## config.mk

```make
export PLATFORM = sky130hd
export DESIGN_NAME = dual_decade_counter
export DESIGN_NICKNAME = d
export VERILOG_FILES = /design/src/rtl/dqc_pkg.sv /design/src/rtl/fall_detect.sv /design/src/rtl/bin_stage.sv /design/src/rtl/quin_stage.sv /design/src/rtl/decade_unit.sv /design/src/rtl/dual_decade_counter.sv
export SDC_FILE = /design/constraint.sdc
export NUM_CORES = 1
export LEC_CHECK = 0
export ABC_AREA = 1
export CAP_MARGIN = 40
export CELL_PAD_IN_SITES_DETAIL_PLACEMENT = 0
export CELL_PAD_IN_SITES_GLOBAL_PLACEMENT = 1
export CORE_ASPECT_RATIO = 0.7
export CORE_MARGIN = 1.5
export CORE_UTILIZATION = 30
export CTS_CLUSTER_DIAMETER = 100
export CTS_CLUSTER_SIZE = 24
export DETAILED_ROUTE_END_ITERATION = 8
export DONT_BUFFER_PORTS = 1
export PLACE_DENSITY = 0.53
export SYNTH_ARGS = -nofsm -noshare
export SYNTH_HDL_FRONTEND = slang
export SYNTH_SLANG_ARGS = --single-unit
export TNS_END_PERCENT = 30
```

## constraint.sdc

```tcl
create_clock -name clk -period 1.7 [get_ports clk]
set_input_delay 0.085 -clock clk [delete_from_list [all_inputs] [get_ports clk]]
set_output_delay 0.085 -clock clk [all_outputs]
set_load 0.01 [all_outputs]
```

## src/rtl/dqc_pkg.sv

```systemverilog
package dqc_pkg;

  localparam int unsigned QUIN_W    = 3;
  localparam int unsigned QUIN_LAST = 4;
  localparam int unsigned DEC_W     = 4;

  typedef logic [QUIN_W-1:0] quin_t;

  typedef struct packed {
    logic qd;
    logic qc;
    logic qb;
    logic qa;
  } dec_out_t;

  // Successor in the modulo-five ring; any illegal value falls back to zero.
  function automatic quin_t quin_next(input quin_t cur);
    if (cur >= quin_t'(QUIN_LAST)) return '0;
    return cur + quin_t'(1);
  endfunction

  function automatic logic quin_legal(input quin_t v);
    return v <= quin_t'(QUIN_LAST);
  endfunction

  function automatic dec_out_t pack_outputs(input logic bin, input quin_t quin);
    dec_out_t o;
    o.qa = bin;
    o.qb = quin[0];
    o.qc = quin[1];
    o.qd = quin[2];
    return o;
  endfunction

endpackage

```

## src/rtl/fall_detect.sv

```systemverilog
module fall_detect (
  input  logic clk,
  input  logic arst,
  input  logic din,
  output logic fall_o
);

  logic smp_q;
  logic hist_q;

  // History clears to zero: a fall needs a high sample taken after release.
  always_ff @(posedge clk or posedge arst) begin
    if (arst) begin
      smp_q  <= 1'b0;
      hist_q <= 1'b0;
    end else begin
      smp_q  <= din;
      hist_q <= smp_q;
    end
  end

  assign fall_o = hist_q & ~smp_q;


  fall_from_high_low_chk: assert property (@(posedge clk) disable iff (arst)
    fall_o |-> (!$past(din) && $past(din, 2)));


  no_fall_after_clear_chk: assert property (@(posedge clk) disable iff (arst)
    $past(arst) |-> !fall_o);

endmodule

```

## src/rtl/bin_stage.sv

```systemverilog
module bin_stage (
  input  logic clk,
  input  logic arst,
  input  logic adv,
  output logic q_o
);

  logic q_q;

  always_ff @(posedge clk or posedge arst) begin
    if (arst) q_q <= 1'b0;
    else if (adv) q_q <= ~q_q;
  end

  assign q_o = q_q;


  bin_toggle_chk: assert property (@(posedge clk) disable iff (arst)
    adv |=> (q_o != $past(q_o)));


  bin_hold_chk: assert property (@(posedge clk) disable iff (arst)
    !adv |=> $stable(q_o));

endmodule

```

## src/rtl/quin_stage.sv

```systemverilog
module quin_stage
  import dqc_pkg::*;
(
  input  logic  clk,
  input  logic  arst,
  input  logic  adv,
  output quin_t q_o
);

  quin_t st_q;

  always_ff @(posedge clk or posedge arst) begin
    if (arst) st_q <= '0;
    else if (adv) st_q <= quin_next(st_q);
  end

  assign q_o = st_q;


  quin_range_chk: assert property (@(posedge clk) disable iff (arst)
    q_o <= quin_t'(QUIN_LAST));


  quin_wrap_chk: assert property (@(posedge clk) disable iff (arst)
    (adv && q_o == quin_t'(QUIN_LAST)) |=> (q_o == '0));


  quin_step_chk: assert property (@(posedge clk) disable iff (arst)
    (adv && q_o < quin_t'(QUIN_LAST)) |=> (q_o == $past(q_o) + quin_t'(1)));


  quin_hold_chk: assert property (@(posedge clk) disable iff (arst)
    !adv |=> $stable(q_o));

endmodule

```

## src/rtl/decade_unit.sv

```systemverilog
module decade_unit
  import dqc_pkg::*;
(
  input  logic     clk,
  input  logic     rst_n,
  input  logic     clr,
  input  logic     cnt_a,
  input  logic     cnt_b,
  output dec_out_t q_o
);

  logic  arst;
  logic  fall_a;
  logic  fall_b;
  logic  bin_q;
  quin_t quin_q;

  assign arst = clr | ~rst_n;

  fall_detect u_edge_a (
    .clk    (clk),
    .arst   (arst),
    .din    (cnt_a),
    .fall_o (fall_a)
  );

  fall_detect u_edge_b (
    .clk    (clk),
    .arst   (arst),
    .din    (cnt_b),
    .fall_o (fall_b)
  );

  bin_stage u_bin (
    .clk  (clk),
    .arst (arst),
    .adv  (fall_a),
    .q_o  (bin_q)
  );

  quin_stage u_quin (
    .clk  (clk),
    .arst (arst),
    .adv  (fall_b),
    .q_o  (quin_q)
  );

  assign q_o = pack_outputs(bin_q, quin_q);


  clear_zero_chk: assert property (@(posedge clk) disable iff (!rst_n)
    clr |-> (q_o == '0));


  release_quiet_chk: assert property (@(posedge clk) disable iff (!rst_n)
    ($past(clr) && !clr) |-> (q_o == '0));


  a_leaves_quin_chk: assert property (@(posedge clk) disable iff (arst)
    (fall_a && !fall_b) |=> (quin_q == $past(quin_q)));

endmodule

```

## src/rtl/dual_decade_counter.sv

```systemverilog
module dual_decade_counter
  import dqc_pkg::*;
#(
  parameter int unsigned NUM_CNT = 2
) (
  input  logic                     clk,
  input  logic                     rst_n,
  input  logic [NUM_CNT-1:0]       clr_i,
  input  logic [NUM_CNT-1:0]       cnt_a_i,
  input  logic [NUM_CNT-1:0]       cnt_b_i,
  output logic [DEC_W*NUM_CNT-1:0] q_o
);

  localparam int unsigned OUT_W = DEC_W * NUM_CNT;

  dec_out_t unit_q [NUM_CNT];

  for (genvar k = 0; k < NUM_CNT; k++) begin : g_unit
    decade_unit u_dec (
      .clk   (clk),
      .rst_n (rst_n),
      .clr   (clr_i[k]),
      .cnt_a (cnt_a_i[k]),
      .cnt_b (cnt_b_i[k]),
      .q_o   (unit_q[k])
    );
    assign q_o[DEC_W*k +: DEC_W] = unit_q[k];
  end


  reset_zero_chk: assert property (@(posedge clk)
    !rst_n |-> (q_o == OUT_W'(0)));

endmodule

```

# Yosys cells after proc, flatten, opt, wreduce, memory -nomap -nowiden
# Cells that the tools add are included.
[totals]
reg_bits = 16
out_inout_bits = 8
[op_classes]
n_lt_le_gt_ge = 2
mux = 8
n_addsub = 2
bitwise_logic = 13
[ops]
columns = ["op", "count"]
rows = [
  ["$mux W3", 4],
  ["$not A1 Y1", 7],
  ["$add A3 B1 Y3 const B", 2],
  ["$ge A3 B3 Y1 const B", 2],
  ["$and A1 B1 Y1", 4],
  ["$mux W1", 4],
  ["$or A1 B1 Y1", 2],
]

# Longest topological paths before layout
# Gate-level depths: netlist of the first run.
[logic_depth]
depth_word = 4
mapped_depth = 6

# By module
# Synthesis of the first run repeated with hierarchy kept, for this count alone.
[hier_totals]
hier_cells = 80
hier_area_um2 = 698.2
[modules_own_cells]
columns = ["module", "area_each_um2", "cells_each", "instances", "seq_area_each_um2"]
rows = [
  ["quin_stage", 158.9, 20, 2, 75.1],
  ["fall_detect", 63.8, 5, 4, 50.0],
  ["bin_stage", 47.5, 7, 2, 25.0],
  ["decade_unit", 15.0, 3, 2, 0.0],
]

# Worst setup path after synthesis of the first run
# OpenSTA, ideal clock, no wires.
[synth_timing]
path_type = "reg2reg"
startpoint = "register g_unit[0].u_dec.u_quin.st_q[0]"
endpoint = "register g_unit[0].u_dec.u_quin.st_q[1]"
required_ns = 1.584
path_buffers = 0
arrival_ns = 0.927
period_less_slack_ns = 1.043
path_stages_with_launch = 7
slack_ns = 0.657
cell_sequence = "dfrtp_1 inv_1 ha_1 inv_1 nor2_1 nand2_1 nand2_1"
[synth_via]
elab_chain_cells = 4
elab_cells_between_ends = 5
classes_between = "add/sub (1); order compare (1); mux (3)"
[synth_lines]
columns = ["item", "line_no", "source"]
rows = [
  ["start, declared", "quin_stage.sv:10", "quin_t st_q;"],
  ["start signal, assigned", "quin_stage.sv:14", "else if (adv) st_q <= quin_next(st_q);"],
  ["$ge A3 B3 Y1", "dqc_pkg.sv:18", "if (cur >= quin_t'(QUIN_LAST)) return '0;"],
  ["$mux W1", "dqc_pkg.sv:18", ""],
  ["$mux W1", "quin_stage.sv:14", ""],
  ["$mux W3 *", "dqc_pkg.sv:19", "return cur + quin_t'(1);"],
]
# Mark *: on every way between the ends. The rest lies on a longest branch, timed or not. The select of a mux whose other input is x is not followed.
# A chain may end at the register's enable or synchronous reset.

# Worst setup path in the final report of the first run
[layout_timing]
startpoint = "register g_unit[1].u_dec.u_quin.st_q[0]"
endpoint = "register g_unit[1].u_dec.u_quin.st_q[1]"
[layout_via]
elab_chain_cells = 4
elab_cells_between_ends = 5
classes_between = "add/sub (1); order compare (1); mux (3)"
[layout_lines]
columns = ["item", "line_no"]
rows = [
  ["start, declared", "quin_stage.sv:10"],
  ["start signal, assigned", "quin_stage.sv:14"],
  ["$ge A3 B3 Y1", "dqc_pkg.sv:18"],
  ["$mux W1", "dqc_pkg.sv:18"],
  ["$mux W1", "quin_stage.sv:14"],
  ["$mux W3 *", "dqc_pkg.sv:19"],
]
# Marks and branches as above.

==> results.py, run 1 <==
metrics = {
    "sta": {
        "hold_ws_ps": 351,
        "fin_crit_ps": 1130,
        "tns_ps": 0,
        "finalSetupViolations": 0,
        "hold_violations": 0,
        "fin_skew_ps": 2.99,
        "fmax_mhz": 887,
        "timing.final.crit_share_pct": 66.3,
        "setup_slack_ps": 573,
        "worstMarginPinSlew_ps": 701,
        "max_slew_margin_pct": 53.1,
        "drv_slew": 0,
        "rsz0062_at_grt": "no",
    },
    "route": {
        "drt_iter0_markers": 6,
        "ant_nets": 0,
        "via_per_inst": 3.85,
        "drc_errors": 0,
        "wl_per_cell_um": 9.76,
        "vias": 451,
        "drt-total-wl_um": 1140,
        "dr.pass1.iters": 2,
    },
    "layout": {
        "diodes": 0,
        "instances_no_fill": 117,
        "syn2layout_area_growth_pct": 20.4,
        "drive_gt1_share_pct": 11.8,
        "nets": 98,
    },
    "placement": {
        "dp_cells": 105,
        "globalplace.congestion": 0.657,
        "io_buffers": 0,
        "dp_hpwl_um": 786,
        "place_ws_ps": 581,
    },
    "synth": {
        "synth_most_common_cell": "nand2_1",
        "ys_async_sr_fraction_pct": 100,
        "synth_top_cell_area_share_pct": 57.9,
        "synth-seq-area-share_pct": 57.9,
        "ys_ff_latch": 16,
        "synth_area_um2": 692,
        "syn_avg_cell_area_um2": 9.23,
        "synthTopCellsByCount": "24 x nand2_1, 16 x dfrtp_1, 13 x inv_1, 8 x nor2_1, 4 x ha_1",
        "syn_inst": 75,
        "synth_cell_types": 10,
        "synth_edf_count": 0,
        "yosysWarnings": 0,
        "synth_largest_area_cell": "dfrtp_1",
        "synth_nets": 87,
        "synthTopCellsByArea": "dfrtp_1 58%, nand2_1 13%, ha_1 7.2%",
        "ys.flop_type": "dfrtp_1",
    },
    "floorplanning": {
        "row_count": 14,
        "io_pins": 16,
        "start_util_pct": 31.9,
        "dieArea_mm2": 0.00261,
        "die_x_um": 60.4,
        "core_mm2": 0.00217,
        "die_h_um": 43.2,
    },
    "clock_network": {
        "clk_latency_ps": 280,
        "numCtsBuffers": 3,
        "root_buffer": "clkbuf_4",
        "htree_levels": 1,
        "ctsResizeCount": 0,
        "cts_tree": "built",
        "clkSinkCount": 16,
        "post_cts_buffers": 0,
        "clockBufferDepth": 2,
        "path_clk_slew_ps": 90,
    },
    "run_status": {
        "status": "complete, no violations",
    },
    "pwr": {
        "clkPwrFrac_pct": 24.7,
        "p_per_area_mw_per_mm2": 1210,
        "p_comb_share_pct": 18.7,
        "switchingPower_mw": 0.342,
        "p_int_mw": 0.668,
        "vdd_drop_max_v": 0.000404,
        "p_sw_share_pct": 33.9,
        "seqPwrFrac_pct": 56.6,
        "p_leak_nw": 0.454,
    },
    "min_path": {
        "hold-path-cell-count": 1,
        "hold_class": "input port to flop",
        "hold_start": "cnt_a_i[1]",
    },
    "grt": {
        "grt_pass1_wl_um": 1930,
        "use_met2_pct": 14.8,
        "grtUsageMet1_pct": 13.5,
        "grtUsageMet3_pct": 5.79,
        "grtUsageTotal_pct": 10.5,
        "overflow": 0,
        "grt_max_degree": 10,
        "top_usage_layer": "met2",
        "antenna_found_initial": 0,
        "grt_pass1_vias": 453,
    },
    "setup_path": {
        "path_max_fanout": 5,
        "crit_required_ps": 1880,
        "cp-startpoint": "g_unit[1].u_dec.u_quin.q_o[0]",
        "critical_path_class": "flop to flop",
        "end_kind": "flop",
        "start_kind": "flop",
        "critPathArrivalTime_ps": 1310,
        "reg2reg_from": "g_unit[1].u_dec.u_quin.q_o[0]",
        "rr_worst_depth": 6,
    },
    "job": {
        "cap_violations": 0,
    },
}
per-stage QoR:
stage                     instance area (µm²)  total power [mW]  util (%)
after global placement                    717             0.753      33.0
after CTS                                 833              1.03      38.4
after detailed placement                  717             0.757      33.0
after floorplan                           692             0.720         -
after global routing                      833              1.09      38.4
final                                     833              1.01      38.4
layout make-up:
| type | instances | area (µm²) |
|---|---|---|
| Fill cell | 246 | 1340 |
| Sequential cell | 16 | 400 |
| Tap cell | 32 | 40.0 |
| Inverter | 15 | 56.3 |
| Clock buffer | 4 | 36.3 |
| Multi-Input combinational cell | 42 | 220 |
| Timing Repair Buffer | 8 | 80.1 |
final timing paths:
path	to	slack (ps)
max reg2reg	g_unit[1].u_dec.u_quin.q_o[1]	570
max in group asynchronous	g_unit[1].u_dec.u_quin.q_o[1]	610
min	g_unit[1].u_dec.u_edge_a.smp_q	350
max	g_unit[1].u_dec.u_quin.q_o[1]	570
min reg2reg	g_unit[1].u_dec.u_edge_a.hist_q	380
min in group asynchronous	g_unit[0].u_dec.u_edge_b.hist_q	380
layout by cell type, fill, tap and decap left out:
| cell type | instances |
|---|---|
| clkbuf_8 | 1 |
| nand2_1 | 24 |
| dlygate4sd3_1 | 8 |
| inv_2 | 2 |
| dfrtp_1 | 16 |
| nor2_4 | 2 |
| nand2_2 | 2 |
| nor2_1 | 8 |
| nand3b_1 | 2 |
| clkbuf_4 | 3 |
| ha_1 | 4 |
| inv_1 | 13 |
repair_timing:
action	CTS	global route
endpoints found under the setup margin	0	0
endpoints found under the hold margin	20	0
hold buffers	8	0
routing by layer:
| layer | routed length, µm | share of wire (%) | up-vias |
|---|---|---|---|
| li1 | - | - | 234 |
| met1 | 570 | 50 | 203 |
| met2 | 485 | 42 | 12 |
| met3 | 72 | 6.3 | 2 |
| met4 | 13 | 1.1 | 0 |
| met5 | 0 | 0 | - |
power groups by stage:
stage	Combinational, mW	Clock [mW]	Sequential, mW
after global placement	0.175	0	0.578
after global routing	0.226	0.285	0.582
after floorplan	0.172	0	0.548
after detailed placement	0.177	0	0.581
final	0.189	0.250	0.572
after CTS	0.194	0.268	0.573
state kept, by name, summed over array words and instances, names as in the netlist:
name                          count
g_unit.u_dec.u_bin.q_o            2
g_unit.u_dec.u_edge_a.hist_q      2
g_unit.u_dec.u_edge_a.smp_q       2
g_unit.u_dec.u_edge_b.hist_q      2
g_unit.u_dec.u_edge_b.smp_q       2
g_unit.u_dec.u_quin.q_o           6
critical path, stage by stage, from the launching register on:
cell and delay (ps):
dfrtp_1 470, inv_1 70, ha_1 290, inv_1 50
nor2_1 30, nand2_1 70, nand2_1 50
cell families (layout without fill, tap and decap cells):
group | count (synthesis) | in the layout | synth area share [%]
buf+inv | 17 | 27 | 10.3
fa+ha+maj | 4 | 4 | 7.23
simple gates | 38 | 38 | 24.6
flops | 16 | 16 | 57.9
Power figures use the tool's default switching activity.
==> run 2: changes to the inputs <==
--- a/config.mk
+++ b/config.mk
@@ -16,7 +16,7 @@
 export CTS_CLUSTER_SIZE = 24
 export DETAILED_ROUTE_END_ITERATION = 8
 export DONT_BUFFER_PORTS = 1
-export PLACE_DENSITY = 0.53
+export PLACE_DENSITY = 0.55
 export SYNTH_ARGS = -nofsm -noshare
 export SYNTH_HDL_FRONTEND = slang
 export SYNTH_SLANG_ARGS = --single-unit
==> constraint.sdc (replaced) <==
create_clock -name clk -period 1 [get_ports clk]
set_input_delay 0.05 -clock clk [delete_from_list [all_inputs] [get_ports clk]]
set_output_delay 0.05 -clock clk [all_outputs]
set_load 0.01 [all_outputs]
==> run 2 against run 1 <==
Net effect:
- the run now ends with negative setup slack left
- core utilization increased by 3.8 points
- sequential cell count unchanged
- register-to-register slack got worse by 610 ps
- hold slack got worse by 88 ps
- critical path type unchanged
- critical path depth unchanged
- highest routed layer unchanged
- die area unchanged
- wire length decreased by 4.7%
- fmax increased by 9.2%
- largest cell class unchanged
==> results.py, run 2 (synthesized netlist as in run 1, its figures left out) <==
metrics = {
    "layout": {
        "layout_commonest_cell": "nand2_1",
        "utilization_pct": 42.2,
        "instances_no_fill": 128,
        "num-fill-cells": 238,
        "largest_reg_flops": 6,
        "syn2layout_area_growth_pct": 32.4,
        "multiInputGateArea_um2": 220,
        "top_register": "g_unit.u_dec.u_quin.q_o",
        "final_cell_mix": "24 x nand2_1, 16 x dfrtp_1, 13 x inv_1, 11 x buf_4",
        "drive_gt1_share_pct": 21.9,
        "seq_area_um2": 400,
        "nets": 109,
        "diodes": 0,
    },
    "floorplanning": {
        "row_count": 14,
        "start_util_pct": 31.9,
        "die_h_um": 43.2,
        "die_x_um": 60.4,
        "io_pins": 16,
        "core_mm2": 0.00217,
        "dieArea_mm2": 0.00261,
    },
    "route": {
        "drt-total-wl_um": 1090,
        "drt_iter0_markers": 14,
        "dr.pass1.iters": 4,
        "ant_nets": 0,
        "drc_errors": 0,
        "wl_per_cell_um": 8.50,
        "via_per_inst": 3.90,
        "vias": 499,
    },
    "setup_path": {
        "reg2reg_from": "g_unit[1].u_dec.u_quin.q_o[1]",
        "crit_required_ps": 1180,
        "critical_path_class": "flop to flop",
        "start_kind": "flop",
        "critPathArrivalTime_ps": 1210,
        "end_kind": "flop",
        "r2r_slack_ps": -30,
        "path_max_fanout": 4,
        "rr_worst_depth": 6,
        "timing.rr.end": "g_unit[1].u_dec.u_quin.q_o[1]",
        "slowest_stage": "dfrtp_1",
        "crit_chain": "inv_1, ha_1, inv_1, nor2_1, nand2_1, nand2_1",
        "critical_path.max_stage_delay_ps": 400,
    },
    "placement": {
        "dp_hpwl_um": 812,
        "dp_cells": 114,
        "globalplace.congestion": 0.701,
        "io_buffers": 0,
        "place_ws_ps": -27.5,
    },
    "sta": {
        "fin_crit_ps": 1030,
        "drv_slew": 0,
        "timing.final.crit_share_pct": 103,
        "rsz0062_at_grt": "yes",
        "hold_violations": 0,
        "fmax_mhz": 969,
        "max_slew_margin_pct": 85.2,
        "finalSetupViolations": 2,
        "hold_ws_ps": 263,
        "setup_slack_ps": -32.3,
        "worstMarginPinSlew_ps": 222,
        "fin_skew_ps": 1.05,
    },
    "clock_network": {
        "clkSinkCount": 16,
        "clockBufferDepth": 2,
        "htree_levels": 1,
        "cts_tree": "built",
        "numCtsBuffers": 3,
        "clk_latency_ps": 270,
        "ctsResizeCount": 0,
        "root_buffer": "clkbuf_4",
        "path_clk_slew_ps": 90,
    },
    "pwr": {
        "vdd_drop_max_v": 0.000972,
        "p_per_area_mw_per_mm2": 2100,
        "p_leak_nw": 0.509,
    },
    "min_path": {
        "hold_class": "input port to asynchronous set/reset pin",
    },
    "grt": {
        "antenna_found_initial": 0,
        "grt_max_degree": 10,
        "grt_pass1_vias": 509,
        "grtUsageTotal_pct": 10.7,
        "overflow": 0,
        "grt_pass1_wl_um": 1990,
    },
    "run_status": {
        "violations": "negative setup slack",
        "status": "finished, violations left",
    },
    "job": {
        "cap_violations": 0,
    },
}
[run 2: cell types whose count changed in the layout (fill, tap and decap cells not counted), sizes merged]
cell,change
buf,+11
[run 2: worst max-delay path by stage]
stage,startpoint,to,slack [ps],depth (start not counted)
finish,g_unit[1].u_dec.u_quin.q_o[1],g_unit[1].u_dec.u_quin.q_o[1],-30,6
detailed placement,g_unit[1].u_dec.u_quin.q_o[1],g_unit[1].u_dec.u_quin.q_o[1],-30,6
global placement,g_unit[0].u_dec.u_quin.q_o[1],g_unit[0].u_dec.u_quin.q_o[1],20,6
CTS,g_unit[1].u_dec.u_quin.q_o[0],g_unit[1].u_dec.u_quin.q_o[1],-30,6
floorplan,g_unit[0].u_dec.u_quin.q_o[0],g_unit[0].u_dec.u_quin.q_o[1],-20,6
global route,g_unit[1].u_dec.u_quin.q_o[0],g_unit[1].u_dec.u_quin.q_o[1],-110,6
[run 2: area by class of cell]
class | instances | share of cell area [%]
flip-flops and latches | 16 | 43.7
multi-input cells | 42 | 24.0
repair buffers | 19 | 17.8
inverters | 15 | 6.15
well taps | 32 | 4.37
clock buffers | 4 | 3.96
[run 2: timing repair]
item / in CTS / in global routing
hold buffers: 8 / 0
setup endpoints to repair: 2 / 4
endpoints found under the hold margin: 20 / 0
buffers inserted: 0 / 2
pin swaps: 1 / 1
[run 2: critical path, delay by kind of cell, from the launching register on]
family | cells | cell delay [ps]
flops | 1 | 400
fa+ha+maj | 1 | 280
simple gates | 3 | 130
buf+inv | 2 | 120
[run 2: routing by layer]
layer | part of all wire, % | GRT usage, %
met5 | 0 | 0
met4 | 1.2 | 2.67
met3 | 5.9 | 6.10
met2 | 45 | 17.0
met1 | 48 | 12.5
[run 2: where the power goes]
group	internal (mW)	switching (mW)
registers	0.767	0.134
logic	0.339	0.274
clock network	0.221	0.189
[run 2: stage by stage]
stage	cell area (µm²)	total power [mW]	TNS, ps
floorplan	692	1.22	-32.8
global placement	785	1.45	0
detailed placement	785	1.46	-27.5
CTS	901	1.92	-50.0
global route	916	2.11	-346
finish	916	1.93	-41.1
